===== src/rtl/i2c_cq_pkg.sv =====
package i2c_cq_pkg;
  typedef enum logic { CQ_IDLE, CQ_HOLD } cq_state_e;
  typedef enum logic { CQ_START, CQ_STOP } cq_kind_e;
endpackage


===== src/rtl/cq_sync.sv =====
// Multi-bit, multi-stage level synchronizer; each bit has its own chain.
module cq_sync #(
  parameter int W      = 2,
  parameter int STAGES = 2
) (
  input  logic         clk,
  input  logic         rst_n,
  input  logic [W-1:0] d,
  output logic [W-1:0] q
);
  for (genvar b = 0; b < W; b++) begin : g_bit
    logic [STAGES-1:0] chain;
    always_ff @(posedge clk or negedge rst_n) begin
      if (!rst_n) chain <= '0;
      else        chain <= {chain[STAGES-2:0], d[b]};
    end
    assign q[b] = chain[STAGES-1];
  end
endmodule


===== src/rtl/cq_sat_count.sv =====
// Elapsed-cycle counter: clear wins, then load-one, otherwise count up and stick at all ones.
module cq_sat_count #(
  parameter int W = 5
) (
  input  logic         clk,
  input  logic         rst_n,
  input  logic         clr,
  input  logic         load_one,
  output logic [W-1:0] q
);
  localparam logic [W-1:0] TOP = '1;

  always_ff @(posedge clk or negedge rst_n) begin
    if (!rst_n)          q <= '0;
    else if (clr)        q <= '0;
    else if (load_one)   q <= W'(1);
    else if (q != TOP)   q <= q + W'(1);
  end
endmodule


===== src/rtl/cq_qualifier.sv =====
// Judges each SDA edge against release/setup minimums, then waits out the hold minimum.
module cq_qualifier
  import i2c_cq_pkg::*;
#(
  parameter int W = 5
) (
  input  logic         clk,
  input  logic         rst_n,
  input  logic         scl_s,
  input  logic         scl_p,
  input  logic         sda_s,
  input  logic         sda_p,
  input  logic [W-1:0] rel_cnt,
  input  logic [W-1:0] stb_cnt,
  input  logic [W-1:0] rel_min,
  input  logic [W-1:0] stp_min,
  input  logic [W-1:0] hld_min,
  output logic         start_o,
  output logic         stop_o
);
  cq_state_e   state;
  cq_kind_e    kind;
  logic [W-1:0] hold_cnt;
  logic         sda_edge;
  logic         timing_ok;

  assign sda_edge  = (sda_s != sda_p);
  assign timing_ok = scl_s && scl_p && (rel_cnt > rel_min) && (stb_cnt > stp_min);

  always_ff @(posedge clk or negedge rst_n) begin
    if (!rst_n) begin
      state    <= CQ_IDLE;
      kind     <= CQ_START;
      hold_cnt <= '0;
      start_o  <= 1'b0;
      stop_o   <= 1'b0;
    end else begin
      start_o <= 1'b0;
      stop_o  <= 1'b0;
      if (sda_edge) begin
        if (timing_ok) begin
          state    <= CQ_HOLD;
          kind     <= sda_s ? CQ_STOP : CQ_START;
          hold_cnt <= W'(1);
        end else begin
          state <= CQ_IDLE;
        end
      end else if (state == CQ_HOLD) begin
        if (!scl_s) begin
          state <= CQ_IDLE;
        end else if (hold_cnt >= hld_min) begin
          state   <= CQ_IDLE;
          start_o <= (kind == CQ_START);
          stop_o  <= (kind == CQ_STOP);
        end else begin
          hold_cnt <= hold_cnt + W'(1);
        end
      end
    end
  end
endmodule


===== src/rtl/i2c_cond_qualifier.sv =====
module i2c_cond_qualifier #(
  parameter int STD_REL     = 26,
  parameter int STD_SETUP   = 13,
  parameter int STD_HOLD    = 13,
  parameter int FAST_REL    = 4,
  parameter int FAST_SETUP  = 2,
  parameter int FAST_HOLD   = 2,
  parameter int SYNC_STAGES = 2
) (
  input  logic clk,
  input  logic rst_n,
  input  logic scl_in,
  input  logic sda_in,
  input  logic fast_mode,
  input  logic is_master,
  input  logic irq_clear,
  output logic start_pulse,
  output logic stop_pulse,
  output logic irq
);
  localparam int MAX_A   = (STD_REL > FAST_REL) ? STD_REL : FAST_REL;
  localparam int MAX_B   = (STD_SETUP > STD_HOLD) ? STD_SETUP : STD_HOLD;
  localparam int MAX_C   = (FAST_SETUP > FAST_HOLD) ? FAST_SETUP : FAST_HOLD;
  localparam int MAX_BC  = (MAX_B > MAX_C) ? MAX_B : MAX_C;
  localparam int MAX_LIM = (MAX_A > MAX_BC) ? MAX_A : MAX_BC;
  localparam int CNT_W   = $clog2(MAX_LIM + 2);

  logic [1:0]       line_s;
  logic             scl_s, sda_s, scl_p, sda_p;
  logic [CNT_W-1:0] rel_cnt, stb_cnt;
  logic [CNT_W-1:0] rel_min, stp_min, hld_min;

  cq_sync #(.W(2), .STAGES(SYNC_STAGES)) u_sync (
    .clk(clk), .rst_n(rst_n), .d({scl_in, sda_in}), .q(line_s)
  );
  assign scl_s = line_s[1];
  assign sda_s = line_s[0];

  always_ff @(posedge clk or negedge rst_n) begin
    if (!rst_n) begin
      scl_p <= 1'b0;
      sda_p <= 1'b0;
    end else begin
      scl_p <= scl_s;
      sda_p <= sda_s;
    end
  end

  assign rel_min = fast_mode ? CNT_W'(FAST_REL)   : CNT_W'(STD_REL);
  assign stp_min = fast_mode ? CNT_W'(FAST_SETUP) : CNT_W'(STD_SETUP);
  assign hld_min = fast_mode ? CNT_W'(FAST_HOLD)  : CNT_W'(STD_HOLD);

  // Cycles since SCL rose.
  cq_sat_count #(.W(CNT_W)) u_rel (
    .clk(clk), .rst_n(rst_n), .clr(!scl_s), .load_one(1'b0), .q(rel_cnt)
  );
  // Cycles since the later of SCL rise and the last SDA change.
  cq_sat_count #(.W(CNT_W)) u_stb (
    .clk(clk), .rst_n(rst_n), .clr(!scl_s), .load_one(sda_s != sda_p), .q(stb_cnt)
  );

  cq_qualifier #(.W(CNT_W)) u_qual (
    .clk(clk), .rst_n(rst_n),
    .scl_s(scl_s), .scl_p(scl_p), .sda_s(sda_s), .sda_p(sda_p),
    .rel_cnt(rel_cnt), .stb_cnt(stb_cnt),
    .rel_min(rel_min), .stp_min(stp_min), .hld_min(hld_min),
    .start_o(start_pulse), .stop_o(stop_pulse)
  );

  always_ff @(posedge clk or negedge rst_n) begin
    if (!rst_n)                       irq <= 1'b0;
    else if (stop_pulse && !is_master) irq <= 1'b1;
    else if (irq_clear)                irq <= 1'b0;
  end
endmodule


===== config.mk =====
export PLATFORM = sky130hd
export DESIGN_NAME = i2c_cond_qualifier
export DESIGN_NICKNAME = d
export VERILOG_FILES = /design/src/rtl/i2c_cq_pkg.sv /design/src/rtl/cq_sync.sv /design/src/rtl/cq_sat_count.sv /design/src/rtl/cq_qualifier.sv /design/src/rtl/i2c_cond_qualifier.sv
export SDC_FILE = /design/constraint.sdc
export NUM_CORES = 1
export LEC_CHECK = 0
export ABC_AREA = 1
export BUFFER_PORTS_ARGS = -buffer_cell sky130_fd_sc_hd__buf_2
export CAP_MARGIN = 40
export CORE_ASPECT_RATIO = 0.7
export CORE_UTILIZATION = 30
export DETAILED_ROUTE_END_ITERATION = 6
export RECOVER_POWER = 100
export SYNTH_ARGS = -nofsm -noshare
export SYNTH_HDL_FRONTEND = slang
export SYNTH_HIERARCHICAL = 1
export SYNTH_SLANG_ARGS = --single-unit
export TNS_END_PERCENT = 5

===== constraint.sdc =====
create_clock -name clk -period 2.84 [get_ports clk]
set_input_delay 0.142 -clock clk [delete_from_list [all_inputs] [get_ports clk]]
set_output_delay 0.142 -clock clk [all_outputs]
set_load 0.005 [all_outputs]

==> reports/summary.json, run 1 <==
{
  "outcome": {
    "outcome": "finished clean"
  },
  "floorplanning": {
    "die_area_sq_um": 5770,
    "floorplan.initialDensity_pct": 31.2,
    "fp.dieW_um": 90.4,
    "design.portCount": 10,
    "design.core.area_sq_um": 5260,
    "core.rowCount": 22,
    "die_h_um": 63.9
  },
  "sta": {
    "timing.max_slew.rel_slack_pct": 6.11,
    "period_share_pct": 64.1,
    "post-route-min-period_ps": 1820,
    "final_hold_viol_count": 0,
    "rsz0062_at_grt": "no",
    "accumulated_negative_setup_slack_ps": 0,
    "setup-violations-final": 0,
    "hold_slack_ps": 87.4,
    "tightest_slew_ps": 1410,
    "maxSlewViolCount": 0,
    "finalClockSkew_ps": 5.20,
    "max_freq_mhz": 549
  },
  "drt": {
    "drt_drc_violations_left": 0,
    "drt_via_density": 4.27,
    "first_pass_iters": 4,
    "route.antenna.remaining_nets": 0,
    "drt-initial-drc-count": 72,
    "wl_um": 2920,
    "wire_per_inst_um": 9.83,
    "num_vias": 1267
  },
  "setup_path": {
    "timing.critical_path.arrival_ps": 2000,
    "worst_setup_path_start_kind": "flop",
    "crit_path_max_fanout": 8,
    "critPathCaptureType": "flop",
    "worst_setup_path_class": "reg2reg",
    "path_cells": "ha_1 -> nand2_1 -> nor2_1 -> nand2_1 -> nand2_1 -> nor2_2 -> nand3_1 -> nand2_1 -> nand2_1 -> nand2_1",
    "critPathSlowestCell": "sky130_fd_sc_hd__dfrtp_1",
    "worst_path_most_repeated_cell": "sky130_fd_sc_hd__nand2_1",
    "critPathRequiredTime_ps": 3010,
    "delay_of_the_slowest_critical_path_stage_ps": 420
  },
  "clock_network": {
    "worst_setup_hold_path_clk_slew_ps": 100,
    "latest_clock_arrival_within_the_worst_skew_pair_ps": 270,
    "cts-resized-gates": 0,
    "cts_root_buf": "sky130_fd_sc_hd__clkbuf_8",
    "clock_tree_from_tritoncts": "done",
    "postCtsSetupBuffers": 0,
    "clock_tree.buffer_depth": 2,
    "cts_max_level": 1,
    "cts-hold-fix-buffers": 3,
    "count_of_clock_tree_sinks": 26,
    "cts-buffers-inserted": 3
  },
  "global_route": {
    "grt_pass1_wl_um": 5410,
    "grt.total_usage_pct": 11.7,
    "grt_pass1_vias": 1212,
    "gr-total-overflow": 0,
    "initial_antenna_violation_count": 0,
    "grt_start_max_net_pins": 27
  },
  "power_and_ir_drop": {
    "worst_ir_drop_vdd_mv": 0.234,
    "p_leak_uw": 0.00108,
    "power.density_cell_area_nw_per_um2": 416
  },
  "synth": {
    "ys_types": 21,
    "postSynthCellCount": 207,
    "synth-seq-cells": 26,
    "synthesis.yosys.warnings": 6,
    "yosysSeqAreaShare_pct": 39.7,
    "syn_avg_cell_area_sq_um": 7.92,
    "synthesis.area_sq_um": 1640
  },
  "cells_and_area": {
    "ratio_of_cells_with_drive_above_1_in_the_final_layout_pct": 8.89,
    "nNetsFinal": 253,
    "layout-area-overhead-vs-synth_pct": 13.1,
    "fill_cells": 560,
    "diodes": 0,
    "final_common_cell": "sky130_fd_sc_hd__nand2_1",
    "layout_common_cells": "sky130_fd_sc_hd__nand2_1 (49), sky130_fd_sc_hd__inv_1 (38), sky130_fd_sc_hd__dfrtp_1 (26), sky130_fd_sc_hd__nor2_1 (24), sky130_fd_sc_hd__ha_1 (20)"
  },
  "placement": {
    "place.gp.congestion": 0.820,
    "detailedPlacementHpwl_um": 2260,
    "numPortBuffers": 9
  },
  "hold_path": {
    "worst_hold_path_type": "in2reg"
  },
  "flow_run": {
    "cap_viol_max_count": 0
  }
}
[metal layers]
layer,GRT usage [%],vias up,share of wire [%]
li1,-,674,-
met1,16.8,578,57
met2,17.7,13,40
met3,2.86,2,2.7
met4,2.42,0,0.65
met5,0,-,0
[power by group]
group	total, uW	switching, uW	internal, uW	leakage (uW)
clock network	311	122	189	0.0000357
logic	72.2	44.9	27.3	0.000696
registers	389	9.45	379	0.000345
total	772	177	595	0.00108
[flip-flops by register name (all words and copies together) (netlist names)]
register,cells
u_qual/kind,1
u_qual/stop_o,1
u_stb/q,5
u_sync/g_bit.chain,4
irq,1
u_qual/start_o,1
scl_p,1
u_rel/q,5
sda_p,1
u_qual/hold_cnt,5
u_qual/state,1
[cells in the mapped netlist]
master | n | area (sq um)
sky130_fd_sc_hd__o21ai_1 | 1 | 5.00
sky130_fd_sc_hd__inv_1 | 36 | 135
sky130_fd_sc_hd__conb_1 | 1 | 3.75
sky130_fd_sc_hd__xor2_1 | 1 | 8.76
sky130_fd_sc_hd__xnor2_1 | 1 | 8.76
sky130_fd_sc_hd__ha_1 | 20 | 250
sky130_fd_sc_hd__o21ai_0 | 6 | 30.0
sky130_fd_sc_hd__nand3_4 | 2 | 35.0
sky130_fd_sc_hd__and3_1 | 2 | 12.5
sky130_fd_sc_hd__inv_2 | 4 | 15.0
sky130_fd_sc_hd__nand2_1 | 48 | 180
sky130_fd_sc_hd__a21oi_1 | 8 | 40.0
sky130_fd_sc_hd__buf_4 | 2 | 15.0
sky130_fd_sc_hd__nand2_4 | 3 | 33.8
sky130_fd_sc_hd__dfrtp_1 | 26 | 651
sky130_fd_sc_hd__o21bai_1 | 3 | 22.5
sky130_fd_sc_hd__a21boi_0 | 1 | 7.51
sky130_fd_sc_hd__nor2_1 | 24 | 90.1
sky130_fd_sc_hd__a21o_1 | 1 | 7.51
sky130_fd_sc_hd__nor2_2 | 3 | 18.8
sky130_fd_sc_hd__nand3_1 | 14 | 70.1
[critical path: cells and delay by family (launching register included)]
kind | cells | cell delay, ps
and+or+nand+nor | 9 | 970
adders and majority gates | 1 | 330
DFF | 1 | 420
[area by class of cell]
class                   count  area, sq um  area share, %
well taps                  72         90.1           4.86
multi-input cells         143          820           44.2
clock buffers               3         41.3           2.23
flip-flops and latches     26          651           35.1
inverters                  40          150           8.09
repair buffers             12         73.8           3.98
clock inverters             1         30.0           1.62
[kinds of logic after synthesis]
logic type	synth area share (%)
adders and majority gates	15.3
DFF	39.7
xor gates and xnor gates	1.07
other	0.229
and+or+nand+nor	26.8
buffers and inverters	10.1
AOI/OAI and AO/OA	6.87
[per-stage QoR]
step	setup slack, ps	total power [uW]	std cells	util, %	area (sq um)
6_report	1020	772	297	35.3	1860
5_1_grt	760	818	297	35.3	1860
4_1_cts	1220	785	297	35.7	1880
3_5_place_dp	1070	468	290	33.8	1780
3_3_place_gp	1120	466	290	33.8	1780
2_1_floorplan	1360	445	211	-	1660
[worst paths after layout]
check                                          from                       end  slack [ps]  cells after the start
max in group asynchronous                     rst_n               u_qual/kind        1310                      2
min                                       is_master                       irq          90                      4
min in group asynchronous                     rst_n                u_rel/q[4]         710                      2
max reg2reg                              u_rel/q[4]        u_qual/hold_cnt[4]        1020                     10
min reg2reg                u_sync/g_bit[1].chain[0]  u_sync/g_bit[1].chain[1]         350                      0
max                                      u_rel/q[4]        u_qual/hold_cnt[4]        1020                     10
(Power assumes the default switching activity.)
==> inputs of run 2 (changes only) <==
==> constraint.sdc (replaced) <==
create_clock -name clk -period 1.8 [get_ports clk]
set_input_delay 0.09 -clock clk [delete_from_list [all_inputs] [get_ports clk]]
set_output_delay 0.09 -clock clk [all_outputs]
set_load 0.005 [all_outputs]
==> run 2 against run 1 <==
Register-to-register slack worse by 850 ps. Utilization up 0.40 points. Clock skew decreased by 2.3 ps. Largest cell class unchanged. Final cell count unchanged. Critical path depth decreased by 3. Highest routed layer unchanged. Largest power group unchanged.
==> reports/summary.json, run 2 (same netlist as run 1, synthesis figures left out) <==
{
  "hold_path": {
    "worst_hold_path_type": "in2reg",
    "min_delay_path_depth": 4
  },
  "global_route": {
    "grt_pass1_vias": 1206,
    "grt_start_max_net_pins": 27,
    "gr-total-overflow": 0,
    "grt.total_usage_pct": 11.3,
    "grt_pass1_wl_um": 5220,
    "initial_antenna_violation_count": 0
  },
  "placement": {
    "worst_setup_timing_slack_at_the_placement_stage_ps": 79.5,
    "detailedPlacementHpwl_um": 2240,
    "dp_cells": 290,
    "placed_area_sq_um": 1780,
    "numPortBuffers": 9,
    "place.gp.congestion": 0.820
  },
  "setup_path": {
    "worst_setup_path_class": "reg2reg",
    "timing.critical_path.arrival_ps": 1840,
    "critPathCaptureType": "flop",
    "worst_setup_path_start_kind": "flop",
    "crit_path_max_fanout": 6,
    "critPathRequiredTime_ps": 2020,
    "rr_worst_depth": 7
  },
  "cells_and_area": {
    "biggest_regs": "u_qual/hold_cnt (5), u_rel/q (5), u_stb/q (5)",
    "layout_common_cells": "sky130_fd_sc_hd__nand2_1 (48), sky130_fd_sc_hd__inv_1 (38), sky130_fd_sc_hd__dfrtp_1 (26), sky130_fd_sc_hd__nor2_1 (24), sky130_fd_sc_hd__ha_1 (20)",
    "nNetsFinal": 253,
    "multi_input_area_sq_um": 840,
    "final_common_cell": "sky130_fd_sc_hd__nand2_1",
    "layoutNonFillerInstCount": 297,
    "fill_cells": 546,
    "diodes": 0,
    "layout.area.seq_sq_um": 651,
    "fin_area_sq_um": 1880,
    "layout-area-overhead-vs-synth_pct": 14.4,
    "ratio_of_cells_with_drive_above_1_in_the_final_layout_pct": 10.2
  },
  "power_and_ir_drop": {
    "worst_ir_drop_vdd_mv": 0.301,
    "p_leak_uw": 0.00108,
    "power.density_cell_area_nw_per_um2": 648
  },
  "clock_network": {
    "worst_setup_hold_path_clk_slew_ps": 90,
    "clock_tree_from_tritoncts": "done",
    "latest_clock_arrival_within_the_worst_skew_pair_ps": 270,
    "cts_max_level": 1,
    "cts-buffers-inserted": 3,
    "clock_tree.buffer_depth": 2,
    "postCtsSetupBuffers": 0,
    "count_of_clock_tree_sinks": 26,
    "cts_root_buf": "sky130_fd_sc_hd__clkbuf_8"
  },
  "sta": {
    "accumulated_negative_setup_slack_ps": 0,
    "maxSlewViolCount": 0,
    "max_freq_mhz": 615,
    "period_share_pct": 90.4,
    "post-route-min-period_ps": 1630,
    "setup_ws_ps": 173,
    "final_hold_viol_count": 0,
    "setup-violations-final": 0,
    "finalClockSkew_ps": 2.88,
    "tightest_slew_ps": 660,
    "timing.max_slew.rel_slack_pct": 56.0,
    "rsz0062_at_grt": "no"
  },
  "drt": {
    "num_vias": 1269,
    "route.antenna.remaining_nets": 0,
    "drt-initial-drc-count": 48,
    "first_pass_iters": 6,
    "drt_via_density": 4.27,
    "wire_per_inst_um": 9.86,
    "drt_drc_violations_left": 0,
    "wl_um": 2930
  },
  "outcome": {
    "outcome": "finished clean"
  },
  "flow_run": {
    "cap_viol_max_count": 0
  },
  "floorplanning": {
    "die_h_um": 63.9,
    "fp.dieW_um": 90.4,
    "floorplan.initialDensity_pct": 31.2,
    "design.core.area_sq_um": 5260,
    "core.rowCount": 22,
    "die_area_sq_um": 5770,
    "design.portCount": 10
  }
}
## run 2: metal layers
metal / track usage, % / wire (um) / share of wire (%) / up-vias
li1: - / - / - / 675
met1: 15.5 / 1640 / 56 / 575
met2: 17.8 / 1190 / 41 / 17
met3: 3.33 / 88 / 3.0 / 2
met4: 1.81 / 10 / 0.34 / 0
met5: 0 / 0 / 0 / -
## run 2: final cells by class
type	count	share of cell area, %
multi-input combinational	143	44.7
inverter	40	8.00
sequential	26	34.7
clock inverter	1	1.60
tap	72	4.80
timing repair buffer	12	4.00
clock buffer	3	2.20
## run 2: worst paths after layout
path	slack, ps	endpoint	start
setup / recovery	170	u_qual/hold_cnt[3]	u_qual/hold_cnt[3]
hold / removal	40	irq	irq_clear
setup reg to reg	170	u_qual/hold_cnt[3]	u_qual/hold_cnt[3]
hold reg to reg	360	u_sync/g_bit[1].chain[1]	u_sync/g_bit[1].chain[0]
max in group asynchronous	1010	u_stb/q[2]	rst_n
min in group asynchronous	370	u_sync/g_bit[1].chain[0]	rst_n
## run 2: metrics by stage
step                      util (%)  hold WS, ps  total power [uW]
final                         35.7         41.5              1220
after global routing          35.7         40.1              1280
after CTS                     35.7         36.7              1240
after detailed placement      33.8          130               738
after global placement        33.8          133               735
after floorplan                  -         -206               701
## run 2: report_power, final
part | internal (uW) | switching, uW
combinational | 44.1 | 73.2
sequential | 598 | 15.0
clock | 297 | 189
total | 940 | 277
## run 2: repair_timing
| item | CTS | global route |
|---|---|---|
| hold endpoints to repair | 28 | 0 |
| gates resized for setup | 0 | 0 |
| hold buffers | 3 | 0 |
## run 2: worst max-delay path, stage by stage (launching register included)
cell,delay [ps]
sky130_fd_sc_hd__dfrtp_1,430
sky130_fd_sc_hd__ha_1,310
sky130_fd_sc_hd__a21o_1,180
sky130_fd_sc_hd__a21oi_1,240
sky130_fd_sc_hd__nand3_4,160
sky130_fd_sc_hd__nand2_4,130
sky130_fd_sc_hd__nand2_1,60
sky130_fd_sc_hd__nand2_1,50
